`config.mk`:
```
export PLATFORM = sky130hd
export DESIGN_NAME = quad_enc_counter
export DESIGN_NICKNAME = d
export VERILOG_FILES = /design/src/rtl/qenc_pkg.sv /design/src/rtl/qenc_edge_detect.sv /design/src/rtl/qenc_wrap_counter.sv /design/src/rtl/quad_enc_counter.sv
export SDC_FILE = /design/constraint.sdc
export NUM_CORES = 1
export LEC_CHECK = 0
export ABC_AREA = 0
export BUFFER_PORTS_ARGS = -buffer_cell sky130_fd_sc_hd__buf_2
export CORE_MARGIN = 3
export CORE_UTILIZATION = 37
export CTS_CLUSTER_DIAMETER = 60
export DETAILED_ROUTE_END_ITERATION = 12
export PLACE_DENSITY_LB_ADDON = 0.25
export SETUP_SLACK_MARGIN = 0.4
export SYNTH_ARGS = -nofsm -noshare
export SYNTH_HDL_FRONTEND = slang
export SYNTH_SLANG_ARGS = --single-unit
```
`constraint.sdc`:
```
create_clock -name clk -period 2.8 [get_ports clk]
set_input_delay 0.42 -clock clk [delete_from_list [all_inputs] [get_ports clk]]
set_output_delay 0.42 -clock clk [all_outputs]
set_load 0.1 [all_outputs]
```
`src/rtl/qenc_pkg.sv`:
```
package qenc_pkg;
   typedef enum logic [1:0] {
      QM_OFF  = 2'd0,
      QM_A    = 2'd1,
      QM_B    = 2'd2,
      QM_BOTH = 2'd3
   } qenc_mode_e;

   localparam int unsigned QENC_PHASES = 2;
endpackage

```
`src/rtl/qenc_edge_detect.sv`:
```
module qenc_edge_detect
   import qenc_pkg::*;
(
   input  logic       clk,
   input  logic       rst_n,
   input  logic       cnt_en,
   input  logic [1:0] mode,
   input  logic       ph_a,
   input  logic       ph_b,
   output logic       step,
   output logic       step_up
);
   logic [QENC_PHASES-1:0] ph_now;
   logic [QENC_PHASES-1:0] ph_prev;
   logic [QENC_PHASES-1:0] edg;
   logic                   primed;
   logic                   illegal;
   logic                   sel_a;
   logic                   sel_b;

   assign ph_now = {ph_b, ph_a};

   // One history register per phase
   generate
      for (genvar gi = 0; gi < QENC_PHASES; gi++) begin : g_phase
         always_ff @(posedge clk or negedge rst_n) begin
            if (!rst_n) ph_prev[gi] <= 1'b0;
            else        ph_prev[gi] <= ph_now[gi];
         end
         assign edg[gi] = primed & (ph_now[gi] ^ ph_prev[gi]);
      end
   endgenerate

   // History is not valid until one sample has been taken after reset
   always_ff @(posedge clk or negedge rst_n) begin
      if (!rst_n) primed <= 1'b0;
      else        primed <= 1'b1;
   end

   assign illegal = edg[0] & edg[1];
   assign sel_a   = (mode == QM_A) || (mode == QM_BOTH);
   assign sel_b   = (mode == QM_B) || (mode == QM_BOTH);

   always_comb begin
      step = cnt_en & ~illegal & ((edg[0] & sel_a) | (edg[1] & sel_b));
      if (edg[0]) step_up = ph_a ^ ph_b;
      else        step_up = ~(ph_a ^ ph_b);
   end

   // a simultaneous change of both phases never produces a step
   a_r11_illegal_ignored: assert property (@(posedge clk) disable iff (!rst_n)
      ((ph_a != $past(ph_a)) && (ph_b != $past(ph_b))) |-> !step);

   // mode 0 or a low enable never steps
   a_r10_off_no_step: assert property (@(posedge clk) disable iff (!rst_n)
      ((mode == QM_OFF) || !cnt_en) |-> !step);
endmodule

```
`src/rtl/qenc_wrap_counter.sv`:
```
module qenc_wrap_counter #(
   parameter int unsigned CNT_W = 16
) (
   input  logic             clk,
   input  logic             rst_n,
   input  logic             step,
   input  logic             step_up,
   input  logic [CNT_W-1:0] reload,
   output logic [CNT_W-1:0] count,
   output logic             wrap_pulse
);
   localparam logic [CNT_W-1:0] CNT_ZERO = '0;
   localparam logic [CNT_W-1:0] CNT_ONE  = {{(CNT_W-1){1'b0}}, 1'b1};

   logic [CNT_W-1:0] cnt_nxt;
   logic             wrap_nxt;

   always_comb begin
      cnt_nxt  = count;
      wrap_nxt = 1'b0;
      if (step) begin
         if (step_up) begin
            if (count >= reload) begin
               cnt_nxt  = CNT_ZERO;
               wrap_nxt = 1'b1;
            end else begin
               cnt_nxt = count + CNT_ONE;
            end
         end else begin
            if (count == CNT_ZERO) begin
               cnt_nxt  = reload;
               wrap_nxt = 1'b1;
            end else begin
               cnt_nxt = count - CNT_ONE;
            end
         end
      end
   end

   always_ff @(posedge clk or negedge rst_n) begin
      if (!rst_n) begin
         count      <= CNT_ZERO;
         wrap_pulse <= 1'b0;
      end else begin
         count      <= cnt_nxt;
         wrap_pulse <= wrap_nxt;
      end
   end


   a_r7_up_wrap: assert property (@(posedge clk) disable iff (!rst_n)
      (step && step_up && (count >= reload)) |=> (count == CNT_ZERO) && wrap_pulse);

   a_r8_down_wrap: assert property (@(posedge clk) disable iff (!rst_n)
      (step && !step_up && (count == CNT_ZERO)) |=> (count == $past(reload)) && wrap_pulse);

   a_r9_pulse_needs_step: assert property (@(posedge clk) disable iff (!rst_n)
      !step |=> !wrap_pulse);

   a_r10_hold_when_idle: assert property (@(posedge clk) disable iff (!rst_n)
      !step |=> $stable(count));
endmodule

```
`src/rtl/quad_enc_counter.sv`:
```
module quad_enc_counter #(
   parameter int unsigned CNT_W = 16
) (
   input  logic             clk,
   input  logic             rst_n,
   input  logic             cnt_en,
   input  logic [1:0]       mode,
   input  logic [CNT_W-1:0] reload,
   input  logic             ph_a,
   input  logic             ph_b,
   output logic [CNT_W-1:0] count,
   output logic             dir,
   output logic             wrap_pulse
);
   initial begin
      if (CNT_W < 2 || CNT_W > 32) $error("quad_enc_counter: CNT_W must lie in 2..32");
   end

   logic step;
   logic step_up;

   qenc_edge_detect i_edge (
      .clk     (clk),
      .rst_n   (rst_n),
      .cnt_en  (cnt_en),
      .mode    (mode),
      .ph_a    (ph_a),
      .ph_b    (ph_b),
      .step    (step),
      .step_up (step_up)
   );

   qenc_wrap_counter #(.CNT_W(CNT_W)) i_cnt (
      .clk        (clk),
      .rst_n      (rst_n),
      .step       (step),
      .step_up    (step_up),
      .reload     (reload),
      .count      (count),
      .wrap_pulse (wrap_pulse)
   );

   always_ff @(posedge clk or negedge rst_n) begin
      if (!rst_n)    dir <= 1'b0;
      else if (step) dir <= ~step_up;
   end


   a_r6_dir_hold: assert property (@(posedge clk) disable iff (!rst_n)
      !step |=> $stable(dir));
   a_r6_dir_follows: assert property (@(posedge clk) disable iff (!rst_n)
      step |=> (dir == !$past(step_up)));
endmodule

```
Word-level counts from Yosys, hierarchy flattened:

Cells that the tools add are included.

* bits in registers: 21
* output and inout bits: 18
* bits of input ports: 23
* word-level logic and storage cells: 37

* order comparisons: 1
* reduce and logical (&&, ||, !) cells: 3
* equality and inequality tests: 3
* multiplexer cells: 8
* add/subtract/negate cells: 2
* bitwise gates (word level): 14

Operator list (count)
* $mux 16: 3
* $add 16x1->16 const B: 1
* $ge 16x16->1: 1
* $logic_not 16->1: 1
* $sub 16x1->16 const B: 1
* $and 1x1->1: 7
* $mux 1: 5
* $eq 2x2->1 const B: 2
* $not 1->1: 3
* $xor 1x1->1: 3
* $eq 2x1->1 const B: 1
* $logic_or 1x1->1: 2
* $or 1x1->1: 1

Depth between registers and ports, before layout:

* depth after elaboration: 7
* mapped depth: 11
* mapped depth without buffers: 8

By module:

From an unflattened synthesis, not the netlist that was laid out.

* cell total of the unflattened synthesis: 284
* area total of the unflattened synthesis: 2264.7 µm²

By module, submodules not included
* qenc_wrap_counter: seq. area each 425.4 µm², times used 1, cells each 269, area an instance 2087.0 µm²
* qenc_edge_detect: seq. area each 75.1 µm², times used 1, cells each 12, area an instance 138.9 µm²
* quad_enc_counter: seq. area each 25.0 µm², times used 1, cells each 3, area an instance 38.8 µm²

Least setup slack after synthesis:

No wires, ideal clock.

* path type: flip-flop to flip-flop
* from: reg i_cnt.count[0]
* to: reg i_cnt.count[11]
* cell stages (with the launch flop): 11
* setup time: 0.087 ns
* required time: 2.713 ns
* arrival time: 3.281 ns
* slack: -0.568 ns
* path buffers: 2
* cells stage by stage: dfrtp_1 -> clkbuf_1 -> inv_1 -> ha_1 -> nand2b_1 -> a2111oi_0 -> o31ai_1 -> or3_1 -> clkbuf_2 -> or4_1 -> o211ai_1

* cells in the longest elaborated chain, start to end: 3
* elaborated cells between the ends (all ways): 7

Ends and longest elaborated chain
* start: declaration: RTL line qenc_wrap_counter.sv:9 `output logic [CNT_W-1:0] count,`
* start signal: assignment: RTL line qenc_wrap_counter.sv:45 `count <= cnt_nxt;`
* $sub 16x1->16, or another cell as far along: RTL line qenc_wrap_counter.sv:34 `cnt_nxt = count - CNT_ONE;`
* $mux 16 (on tied branches): RTL line qenc_wrap_counter.sv:30, qenc_wrap_counter.sv:23
* $mux 16 (*): RTL line qenc_wrap_counter.sv:22 `if (step_up) begin`

Every way passes the cells marked *; elsewhere a longest branch is shown, timed or not.
A chain may end at the register's enable or synchronous reset.

Worst setup path after layout:

* from: reg i_cnt.count[0]
* to: reg i_cnt.count[15]

Same word-level chain as after synthesis.

==> impl_summary.txt <==
----------------------------------------------------
[Outcome]
  Outcome ... complete, no violations

[Floorplanning]
  Effective utilization at floorplan ... 39.6%
  Placeable core region ... around 5300 µm²
  Top-Level Pins ... between 40 and 50
  Floorplan die height ... a little over 80 µm
  Floorplan die width ... roughly 81 µm
  Area enclosed by the die boundary ... 6610 µm²
  Number of placement rows ... 26

[STA]
  Worst hold-check slack ... approximately 0.12 ns
  Worst-Margin Slew ... 0.547 ns
  Relative slew slack ... 63.5%
  Time the worst path needs with I/O delays and setup ... 2.56 ns
  Number of failing setup endpoints in the final timing report ... 0
  F_max ... 390 MHz
  RSZ-0062 raised after global routing ... yes
  Worst Clk Skew ... 0.00618 ns
  Part of the cycle the worst path needs ... 91.6%
  Hold Vio Cnt, Final ... 0
  Worst setup slack after layout ... 0.236 ns
  Accumulated negative setup slack ... 0 ns
  Total count of max-transition violations in the final report ... 0

[Synth]
  Number of register bits inferred by synthesis ... 21
  Cells after Synth ... 267
  Commonest cells post-synth ... sky130_fd_sc_hd__nand2_1 (22), sky130_fd_sc_hd__dfrtp_1 (21), sky130_fd_sc_hd__ha_1 (19), sky130_fd_sc_hd__inv_1 (18), sky130_fd_sc_hd__nor2_1 (16)
  Synth Net Count ... 309
  Share of flip-flops with an asynchronous set or reset after synthesis ... 100%
  Number of synthesized flops with an enable pin ... 0
  Post-synthesis cell type count ... slightly below 50
  Average cell area after synthesis ... 7.86 µm²
  Top cell type's share of synthesized area ... 25.0%
  Dominant register cell in the synthesized netlist ... sky130_fd_sc_hd__dfrtp_1
  Most instantiated library cell after synthesis ... sky130_fd_sc_hd__nand2_1
  Yosys warning count ... 0
  Main area contributors after synthesis ... sky130_fd_sc_hd__dfrtp_1 (25%), sky130_fd_sc_hd__ha_1 (11%), sky130_fd_sc_hd__nand2_1 (3.9%)
  Biggest area consumer among synthesized cells ... sky130_fd_sc_hd__dfrtp_1
  Post-Syn Area ... 2100 µm²
  Sequential-to-total area share from yosys stat ... 25.0%

[Global route]
  Largest net degree at the start of global routing ... 22
  GR Overflow Total ... 0
  Overall routing resource usage ... 20.7%
  Vias in the first global route ... roughly 2200
  First-pass GRT wire length ... 10600 µm
  Number of antenna violations at the first check in global routing ... 0

[Power and ir drop]
  Total chip power ... around 2.5 mW
  Power Internal ... 1.12 mW
  Net switching power ... 1.39 mW
  Peak ir drop on the vdd network ... 0.772 mV
  Part of the total power dissipated in sequential elements ... 19.3%
  Proportion of total power due to net switching ... 55.6%
  Clock share of power ... 8.7%
  Power density normalized to cell area ... 853 nW/µm²
  Logic gate share of total power ... 72.0%
  Leakage power summed over all cells ... 1.28 nW

[Placement]
  Count of buffers inserted at the top-level ports ... 40
  Final HPWL from detailed placement ... around 4700 µm
  # placed instances ... 378
  Cell area after placement ... 2650 µm²
  Routability congestion estimate from global placement ... slightly below 0.9
  Pre-CTS WS ... -0.00259 ns

[Layout]
  Layout area overhead ... 40.3%
  Footprint of the multi-input gates ... between 1500 and 2000 µm²
  Area occupied by registers ... roughly 570 µm²
  Finished Layout Cells ... around 400
  Fill cell total of the finished layout ... 514
  Number of antenna cells inserted ... 0
  Cell area after layout ... 2940 µm²
  Fraction of final layout cells with drive strength greater than 1 ... 39.3%
  Post-layout utilization of the core ... 55.5%
  Total Nets Final ... 374

[Clocking]
  Hold-fix buffer count after cts ... 0
  Number of buffers inserted during clock tree synthesis ... 3
  Clk Latency, worst-skew pair ... 0.27 ns
  CTS tree ... built
  Post-CTS clock slew at the launch and capture registers of the worst setup and hold paths ... 0.09 ns
  Cell at the root of the clock tree ... sky130_fd_sc_hd__clkbuf_8
  Clock buffer depth ... 2
  Count of clock tree sinks ... 21
  H-tree level count ... 1

[Routing]
  Iteration-0 DRC count of the detailed router ... 120
  DRC ... 0
  Routed len/inst ... approximately 16 µm
  Remaining antenna violation count ... 0
  Post-detailed-route via-to-cell ratio ... ~5.7
  Final WL ... 6540 µm
  1st-pass router iterations ... 4
  Vias after detailed routing ... ~2300

[Flow run]
  Max-cap viol count ... 0

[Setup path]
  Biggest fanout along the worst timing path ... 5
  Kind of critical path ... reg -> reg
  Worst reg2reg path depth ... 9
  Kind of launch point of the worst setup path ... register
  Required time at the worst-slack endpoint ... 3.01 ns
  Arrival @ worst endpoint ... between 2 and 3 ns
  Capturing element type of the critical path ... register

[Worst hold path]
  Worst min-delay path category ... in -> async

----------------------------------------------------
[cells by family (layout without fill, tap and decap cells)]
| group | after synthesis | count (layout) | share of synthesized area (%) |
|---|---|---|---|
| AOI/OAI and AO/OA | 64 | 64 | 21.7 |
| DFF | 21 | 21 | 25.0 |
| and+or+nand+nor | 106 | 106 | 26.6 |
| other | 1 | 1 | 0.179 |
| muxes | 6 | 6 | 2.98 |
| xor gates and xnor gates | 13 | 13 | 5.43 |
| buffers and inverters | 37 | 101 | 6.74 |
| adders and majority gates | 19 | 19 | 11.3 |
[critical path, stage by stage (launching register included)]
cell	delay, ns
sky130_fd_sc_hd__dfrtp_4	0.49
sky130_fd_sc_hd__inv_4	0.07
sky130_fd_sc_hd__ha_4	0.18
sky130_fd_sc_hd__nand2b_4	0.14
sky130_fd_sc_hd__a2111oi_4	0.43
sky130_fd_sc_hd__o31ai_4	0.13
sky130_fd_sc_hd__or3_4	0.44
sky130_fd_sc_hd__buf_8	0.14
sky130_fd_sc_hd__or4_1	0.39
sky130_fd_sc_hd__nand3_1	0.09
[layout make-up]
class	count	area share (%)
tap	70	2.98
timing repair buffer	79	17.9
sequential	21	19.3
multi-input combinational	209	55.9
clock buffer	4	1.53
inverter	18	2.38
[what timing repair did]
action,CTS,global route
gates resized for setup,10,10
cloned,1,0
endpoints found under the setup margin,16,17
buffers inserted,11,7
pin swaps,7,10
[layer usage]
metal | share of wire (%) | global-route usage [%]
met1 | 45 | 26.1
met2 | 49 | 36.5
met3 | 5.0 | 3.55
met4 | 1.2 | 4.73
met5 | 0 | 0
[placed cells by master (no fill, tap or decap), types with 9 or more instances in the layout]
cell,synthesis,layout
sky130_fd_sc_hd__nor2_1,16,16
sky130_fd_sc_hd__or3_1,11,9
sky130_fd_sc_hd__buf_4,0,35
sky130_fd_sc_hd__buf_2,1,40
sky130_fd_sc_hd__inv_1,18,17
sky130_fd_sc_hd__nand3_1,12,12
sky130_fd_sc_hd__nand2_1,22,22
sky130_fd_sc_hd__dfrtp_4,0,9
sky130_fd_sc_hd__ha_1,19,11
[sequential cells by signal (all words and copies together), names as in the netlist]
| signal | count |
|---|---|
| dir | 1 |
| i_cnt.wrap_pulse | 1 |
| i_edge.primed | 1 |
| i_cnt.count | 16 |
| i_edge.ph_prev | 2 |
[final timing paths]
kind,startpoint,endpoint,slack [ns]
worst max-delay path,i_cnt.count[0],i_cnt.count[15],0.24
worst min register to register,dir,dir,0.49
worst min-delay path,rst_n,i_cnt.count[14],0.12
worst max register to register,i_cnt.count[0],i_cnt.count[15],0.24
min in group clk,ph_a,i_edge.ph_prev[0],0.29
max in group asynchronous,rst_n,i_cnt.count[0],2.27
[power groups by stage]
stage                     logic [mW]  clock network [mW]  registers (mW)
after floorplan                0.714                   0            1.05
final                           1.81               0.219           0.483
after global placement          1.55                   0           0.520
after global routing            1.94               0.238           0.496
after CTS                       1.73               0.230           0.498
after detailed placement        1.57                   0           0.523
No activity file was read; power rests on OpenSTA's default activity.
